<file path="config.mk">
export PLATFORM = sky130hd
export DESIGN_NAME = fifo_seg_alloc
export DESIGN_NICKNAME = d
export VERILOG_FILES = /design/src/rtl/fsa_pkg.sv /design/src/rtl/fsa_sizer.sv /design/src/rtl/fsa_rangemask.sv /design/src/rtl/fifo_seg_alloc.sv
export SDC_FILE = /design/constraint.sdc
export NUM_CORES = 1
export LEC_CHECK = 0
export BUFFER_PORTS_ARGS = -buffer_cell sky130_fd_sc_hd__buf_2
export CAP_MARGIN = 20
export CORE_MARGIN = 4
export CORE_UTILIZATION = 35
export DETAILED_ROUTE_END_ITERATION = 10
export GPL_ROUTABILITY_DRIVEN = 1
export GPL_TIMING_DRIVEN = 0
export PLACE_DENSITY = 0.49
export SYNTH_ARGS = -nofsm -noshare
export SYNTH_HDL_FRONTEND = slang
export SYNTH_HIERARCHICAL = 1
export SYNTH_SLANG_ARGS = --single-unit
</file>
<file path="constraint.sdc">
create_clock -name clk -period 6.1 [get_ports clk]
set_input_delay 0.305 -clock clk [delete_from_list [all_inputs] [get_ports clk]]
set_output_delay 0.305 -clock clk [all_outputs]
set_load 0.03 [all_outputs]
</file>
<file path="src/rtl/fsa_pkg.sv">
package fsa_pkg;
    typedef enum logic { OP_ALLOC = 1'b0, OP_FREE = 1'b1 } fsa_op_e;
    typedef enum logic { ST_IDLE = 1'b0, ST_SCAN = 1'b1 } fsa_state_e;
endpackage

</file>
<file path="src/rtl/fsa_sizer.sv">
module fsa_sizer #(
    parameter int MAXP_W     = 16,
    parameter int SLOT_W     = 2,
    parameter int UNIT_BYTES = 512,
    localparam int SEG_W  = MAXP_W + 1,
    localparam int SIZE_W = SEG_W + SLOT_W,
    localparam int UB     = $clog2(UNIT_BYTES),
    localparam int CNT_W  = SIZE_W - UB + 1
) (
    input  logic [MAXP_W-1:0] maxp_i,
    input  logic [SLOT_W-1:0] slot_i,
    output logic [SIZE_W-1:0] bytes_o,
    output logic [CNT_W-1:0]  units_o
);
    logic [SEG_W-1:0]  seg;
    logic [SLOT_W:0]   slot_p1;
    logic [SIZE_W:0]   rounded;

    always_comb begin
        seg = SEG_W'(1);
        for (int i = 0; i < MAXP_W; i++) begin
            if ((SEG_W'(1) << i) < {1'b0, maxp_i}) seg = SEG_W'(1) << (i + 1);
        end
        slot_p1 = {1'b0, slot_i} + 1'b1;
        bytes_o = SIZE_W'(seg) * SIZE_W'(slot_p1);
        rounded = ({1'b0, bytes_o} + (SIZE_W + 1)'(UNIT_BYTES - 1)) >> UB;
        units_o = CNT_W'(rounded);
        if (units_o == '0) units_o = CNT_W'(1);
    end
endmodule

</file>
<file path="src/rtl/fsa_rangemask.sv">
module fsa_rangemask #(
    parameter int NUM_UNITS = 128,
    parameter int ADDR_W    = 32,
    parameter int CNT_W     = 11
) (
    input  logic [ADDR_W-1:0]    first_i,
    input  logic [CNT_W-1:0]     count_i,
    output logic [NUM_UNITS-1:0] mask_o
);
    logic [ADDR_W:0] last_excl;
    assign last_excl = {1'b0, first_i} + (ADDR_W + 1)'(count_i);

    for (genvar g = 0; g < NUM_UNITS; g++) begin : g_bit
        assign mask_o[g] = ({1'b0, first_i} <= (ADDR_W + 1)'(g)) &&
                           ((ADDR_W + 1)'(g) < last_excl);
    end
endmodule

</file>
<file path="src/rtl/fifo_seg_alloc.sv">
module fifo_seg_alloc
    import fsa_pkg::*;
#(
    parameter int          MAXP_W     = 16,
    parameter int          SLOT_W     = 2,
    parameter int          ADDR_W     = 32,
    parameter int          UNIT_BYTES = 512,
    parameter int          NUM_UNITS  = 128,
    parameter logic [31:0] BASE_ADDR  = 32'h0,
    localparam int SIZE_W = MAXP_W + 1 + SLOT_W,
    localparam int UB     = $clog2(UNIT_BYTES),
    localparam int CNT_W  = SIZE_W - UB + 1,
    localparam int IDX_W  = $clog2(NUM_UNITS)
) (
    input  logic              clk,
    input  logic              rst_n,
    input  logic              req_valid_i,
    input  logic              req_op_i,
    input  logic [MAXP_W-1:0] req_maxp_i,
    input  logic [SLOT_W-1:0] req_slot_i,
    input  logic [ADDR_W-1:0] req_addr_i,
    input  logic [SIZE_W-1:0] req_size_i,
    output logic              busy_o,
    output logic              done_o,
    output logic              fail_o,
    output logic [ADDR_W-1:0] rsp_addr_o,
    output logic [SIZE_W-1:0] rsp_size_o
);
    typedef struct packed {
        fsa_state_e           st;
        logic [NUM_UNITS-1:0] map;
        logic [IDX_W-1:0]     idx;
        logic [IDX_W:0]       run_start;
        logic [CNT_W-1:0]     run_len;
        logic [CNT_W-1:0]     need;
        logic [SIZE_W-1:0]    bytes;
        logic                 done;
        logic                 fail;
        logic                 was_alloc;
        logic [ADDR_W-1:0]    rsp_addr;
        logic [SIZE_W-1:0]    rsp_size;
    } state_t;

    state_t q, d;

    logic [SIZE_W-1:0]    sz_bytes;
    logic [CNT_W-1:0]     sz_units;
    logic [CNT_W-1:0]     free_units;
    logic [SIZE_W:0]      free_round;
    logic [ADDR_W-1:0]    free_first;
    logic [ADDR_W-1:0]    mask_first;
    logic [CNT_W-1:0]     mask_count;
    logic [NUM_UNITS-1:0] range_mask;
    logic                 accept;

    fsa_sizer #(.MAXP_W(MAXP_W), .SLOT_W(SLOT_W), .UNIT_BYTES(UNIT_BYTES)) u_sizer (
        .maxp_i (req_maxp_i),
        .slot_i (req_slot_i),
        .bytes_o(sz_bytes),
        .units_o(sz_units)
    );

    fsa_rangemask #(.NUM_UNITS(NUM_UNITS), .ADDR_W(ADDR_W), .CNT_W(CNT_W)) u_mask (
        .first_i(mask_first),
        .count_i(mask_count),
        .mask_o (range_mask)
    );

    assign accept     = req_valid_i && (q.st == ST_IDLE);
    assign free_first = (req_addr_i - ADDR_W'(BASE_ADDR)) >> UB;
    assign free_round = ({1'b0, req_size_i} + (SIZE_W + 1)'(UNIT_BYTES - 1)) >> UB;
    assign free_units = (CNT_W'(free_round) == '0) ? CNT_W'(1) : CNT_W'(free_round);

    always_comb begin
        if (q.st == ST_SCAN) begin
            mask_first = ADDR_W'(q.run_start);
            mask_count = q.need;
        end else begin
            mask_first = free_first;
            mask_count = free_units;
        end
    end

    always_comb begin
        d      = q;
        d.done = 1'b0;
        d.fail = 1'b0;
        unique case (q.st)
            ST_IDLE: begin
                if (accept) begin
                    if (fsa_op_e'(req_op_i) == OP_FREE) begin
                        d.map       = q.map & ~range_mask;
                        d.done      = 1'b1;
                        d.was_alloc = 1'b0;
                        d.rsp_addr  = '0;
                        d.rsp_size  = '0;
                    end else if (sz_units > CNT_W'(NUM_UNITS)) begin
                        d.done      = 1'b1;
                        d.fail      = 1'b1;
                        d.was_alloc = 1'b1;
                        d.rsp_addr  = '0;
                        d.rsp_size  = '0;
                    end else begin
                        d.st        = ST_SCAN;
                        d.idx       = '0;
                        d.run_start = '0;
                        d.run_len   = '0;
                        d.need      = sz_units;
                        d.bytes     = sz_bytes;
                    end
                end
            end
            ST_SCAN: begin
                if (!q.map[q.idx]) begin
                    d.run_len = q.run_len + 1'b1;
                end else begin
                    d.run_len   = '0;
                    d.run_start = (IDX_W + 1)'(q.idx) + 1'b1;
                end
                if (!q.map[q.idx] && (q.run_len + 1'b1 == q.need)) begin
                    d.st        = ST_IDLE;
                    d.map       = q.map | range_mask;
                    d.done      = 1'b1;
                    d.was_alloc = 1'b1;
                    d.rsp_addr  = ADDR_W'(BASE_ADDR) + (ADDR_W'(q.run_start) << UB);
                    d.rsp_size  = q.bytes;
                end else if (q.idx == IDX_W'(NUM_UNITS - 1)) begin
                    d.st        = ST_IDLE;
                    d.done      = 1'b1;
                    d.fail      = 1'b1;
                    d.was_alloc = 1'b1;
                    d.rsp_addr  = '0;
                    d.rsp_size  = '0;
                end else begin
                    d.idx = q.idx + 1'b1;
                end
            end
            default: d.st = ST_IDLE;
        endcase
    end

    always_ff @(posedge clk or negedge rst_n) begin
        if (!rst_n) q <= '{st: ST_IDLE, default: '0};
        else        q <= d;
    end

    assign busy_o     = (q.st == ST_SCAN);
    assign done_o     = q.done;
    assign fail_o     = q.fail;
    assign rsp_addr_o = q.rsp_addr;
    assign rsp_size_o = q.rsp_size;

    // Completion is a single-cycle pulse
    assert_done_pulse_R7: assert property (@(posedge clk) disable iff (!rst_n)
        done_o |=> !done_o);

    // A release accepted in idle completes on the next cycle
    assert_free_next_cycle_R7: assert property (@(posedge clk) disable iff (!rst_n)
        (req_valid_i && !busy_o && req_op_i) |=> done_o);

    // A failed allocation leaves the occupancy map as it was
    assert_fail_keeps_map_R5: assert property (@(posedge clk) disable iff (!rst_n)
        (done_o && fail_o) |-> (q.map == $past(q.map)));

    // A successful allocation returns a unit-aligned address whose unit is now taken
    assert_alloc_marked_R4: assert property (@(posedge clk) disable iff (!rst_n)
        (done_o && !fail_o && q.was_alloc) |->
        ((rsp_addr_o[UB-1:0] == BASE_ADDR[UB-1:0]) &&
         q.map[IDX_W'((rsp_addr_o - ADDR_W'(BASE_ADDR)) >> UB)]));

    // Requests during a search do not disturb the pending request
    assert_busy_ignores_R8: assert property (@(posedge clk) disable iff (!rst_n)
        (busy_o && req_valid_i) |=> (q.need == $past(q.need) && q.bytes == $past(q.bytes)));
endmodule

</file>
==> results by group <==
Outcome
  – Outcome: completed

Critical path
  – Worst R2R Setup Slack: 0.32 ns
  – CP endpoint kind: register
  – Worst Path Required: 6.61 ns
  – CP max stage delay: 0.56 ns
  – Slowest stage cell, crit path: fa_1
  – Critical path type: in2reg
  – Startpoint class of the critical path: primary input
  – Worst path buffer plus inverter count: 5
  – Worst-case reg-to-reg path depth: 20
  – Crit-path max FO: 8
  – Cells along the critical path: buf_2 > or3_4 > nor4_4 > nand2b_1 > nor4_4 > nand2_1 > fa_1 > fa_1 > inv_2 > or4_1 > or3_4 > o41a_1 > and4_4 > buf_6 > xor2_2 > or4_4 > o41ai_2 > nand2_1 > nor2_4 > nor2b_4 > a21oi_4 > buf_12 > buf_12 > a32o_1
  – Largest delay share family, worst path: simple AND/OR/NAND/NOR gates
  – CP arrival: 6.51 ns
  – R2r startpoint: busy_o$_DFF_PN0_
  – Worst r2r dst: q[210]$_DFFE_PN0P_

Detailed routing
  – Final WL: 80500 um
  – Drt pass-1 iters: 6
  – Vias: 19100
  – DRT iter0 DRCs: 2041
  – DR WL/cell: 24.7 um
  – Detail Route Antenna Nets: 0
  – Avg Vias per Cell: 5.86
  – Remaining DRCs: 0

Floorplan
  – DIE WIDTH: 236 um
  – Die Ht: 236 um
  – Cell row count: 83
  – Die Footprint: 0.0557 mm2
  – Core area: 0.0514 mm2
  – # IOs: 127
  – Initial core utilization: 35.4%

Yosys
  – Top post-synthesis cells by count: nand2_1 (281), a21oi_1 (279), nor2_1 (253)
  – Post-synthesis async set-or-reset flop share: 100%
  – Mapped Avg Cell Area: 7.82 um2
  – Synth area leader: dfrtp_1
  – Flops & latches, synth: 214
  – Top post-synthesis cells by area: dfrtp_1 (29%), a21oi_1 (7.7%), nand2_1 (5.8%)
  – Syn Inst Count: 2326
  – Synth cell types: 90
  – Register area share after synthesis: 29.4%
  – Area share of the largest cell type after synthesis: 29.4%
  – Most common cell in the netlist: nand2_1
  – Ys Warns: 6
  – Cell Area, Synth: 0.0182 mm2
  – Top FF cell, synth: dfrtp_1
  – EDFF count, synth: 0

GRT
  – First-pass GRT wire length: 119000 um
  – Global route overflow: 0
  – Initial antenna violation count: 0
  – Pin count of the biggest net entering global routing: 100
  – Total track usage: 27.8%
  – Number of global-route vias before repair: 18300

Clock tree
  – Num CTS Buffers: 28
  – Clock Sinks: 214
  – H-tree depth: 1
  – Clk buf depth: 3
  – Clock slew at reported path FFs: 0.05 ns
  – Skew-Pair Late Insertion Delay: 0.58 ns
  – CTS tree: done
  – Root buf cell: clkbuf_16

Place
  – Routability Congestion: 1.11
  – Port Buffers: 92
  – Place WS: -1.53 ns
  – HPWL after DPL: 62400 um

STA
  – Slew Limit Fails: 0
  – Slew HR: 24.1%
  – Setup TNS: 0 ns
  – Final setup viols: 0
  – Tmin final: 5.99 ns
  – Fin. Hold Viols: 0
  – Clock skew: 0.0400 ns
  – RSZ-0062 raised after global routing: yes
  – Final WS setup: 0.106 ns
  – Tightest Pin Transition: 1.13 ns
  – Part of the cycle the worst path needs: 98.3%
  – Peak Freq: 167 MHz

Cells and area
  – Layout cell share with drive strength beyond 1: 15.7%
  – Syn-to-layout area delta: 18.2%
  – Fin nets: 2676
  – # diodes: 0
  – Fin util: 41.8%

Run
  – MaxCap Viol Count: 0

Worst hold path
  – Hold Crit Endpoint: fail_o$_DFF_PN0_
  – Hold Crit Depth: 3
  – Hold Startpoint: req_valid_i
  – Hold WC Path Type: in2reg

Pwr
  – Psw: 5.15 mW
  – Int Power: 3.97 mW
  – Seq pwr share: 18.4%
  – Power share of the combinational group: 64.4%
  – Pwr dens: 424 mW/mm2
  – Switching Share: 56.5%
  – Clock power frac: 17.2%
  – Peak supply drop: 0.335 mV
  – LEAKAGE: 9.43 nW
## what timing repair did
item | 4_1_cts | 5_1_grt
endpoints found under the setup margin | 115 | 211
gates cloned | 2 | 0
hold endpoints to repair | 30 | 0
buffers inserted | 14 | 12
hold buffers | 1 | 0
pin swaps | 28 | 26
gates resized for setup | 63 | 43
## worst max path at each step
stage / from / to / cells after the start
final: req_maxp_i[8] / rsp_size_o[4]$_DFFE_PN0P_ / 24
after global routing: req_maxp_i[13] / q[64]$_DFFE_PN0P_ / 24
after CTS: req_maxp_i[13] / q[64]$_DFFE_PN0P_ / 26
after detailed placement: req_maxp_i[3] / rsp_addr_o[9]$_DFFE_PN0P_ / 28
after global placement: req_maxp_i[3] / rsp_size_o[7]$_DFFE_PN0P_ / 28
after floorplan: req_maxp_i[12] / rsp_size_o[10]$_DFFE_PN0P_ / 23
## worst register-to-register path: stages, from the launching register on
cell      delay, ns
dfrtp_1        0.68
buf_2          0.36
clkbuf_1       0.42
nand2_1        0.12
o31ai_1        0.11
ha_1           0.25
inv_1          0.06
fa_1           0.45
nor2b_1        0.26
o21a_1         0.19
nor3_1         0.09
nor4_1         0.33
o311ai_1       0.11
or4_1          0.59
nor4_2         0.38
buf_4          0.28
buf_2          0.36
a22oi_1        0.26
nor2_1         0.17
a21oi_1        0.05
o21a_1         0.13
## cell type report
cell class	count	area [um2]
inverter	51	191
buffer	200	1180
sequential	214	5360
clock buffer	45	815
multi-input combinational	1930	12200
timing repair buffer	128	848
fill	5396	29900
tap	680	851
clock inverter	4	51.3
## cell usage in the layout, fill, tap and decap left out, types with 60 or more instances in the layout
cell type / count
nand2_1: 278
a21oi_1: 273
nor2_1: 247
dfrtp_1: 214
o21a_1: 137
buf_2: 115
o21ai_0: 103
clkbuf_1: 96
buf_4: 91
conb_1: 74
nor3_1: 60
## kinds of logic (layout without fill, tap and decap cells)
| logic type | after synthesis | in the layout | share of synthesized area, % |
|---|---|---|---|
| buffers and inverters | 255 | 428 | 7.28 |
| and+or+nand+nor | 880 | 880 | 22.7 |
| adders and majority gates | 50 | 50 | 4.14 |
| muxes | 74 | 74 | 5.23 |
| DFF | 214 | 214 | 29.4 |
| xor gates and xnor gates | 64 | 64 | 3.16 |
| other | 1 | 74 | 0.0206 |
| AOI/OAI and AO/OA | 788 | 788 | 28.0 |
## state kept, by name, summed over array words and instances (netlist names)
| register | count |
|---|---|
| q | 184 |
| rsp_size_o | 19 |
| busy_o | 1 |
| done_o | 1 |
| fail_o | 1 |
| rsp_addr_o | 8 |
## stage by stage
step | area, um2 | cells | total power [mW] | hold WS [ns]
floorplan | 18500 | 2399 | 5.13 | 0.00941
finish | 21500 | 3252 | 9.12 | 0.140
detailed placement | 19900 | 3176 | 7.22 | 0.209
CTS | 21200 | 3241 | 8.88 | 0.0653
global placement | 19900 | 3171 | 7.27 | 0.470
global route | 21500 | 3252 | 9.53 | 0.0974
## per-layer routing
layer	track usage (%)	wire (um)	up-vias
met1	36.7	33800	9187
li1	-	-	8810
met2	45.0	36700	828
met3	4.20	5190	230
met4	12.7	4740	0
met5	0	0	-
## power by group through the flow
stage	Combinational [mW]	Sequential, mW	Clock (mW)
final	5.87	1.68	1.57
after global routing	6.18	1.69	1.66
after floorplan	3.49	1.64	0
after CTS	5.61	1.67	1.60
after global placement	5.58	1.69	0
after detailed placement	5.53	1.69	0
No activity file was read; power rests on OpenSTA's default activity.
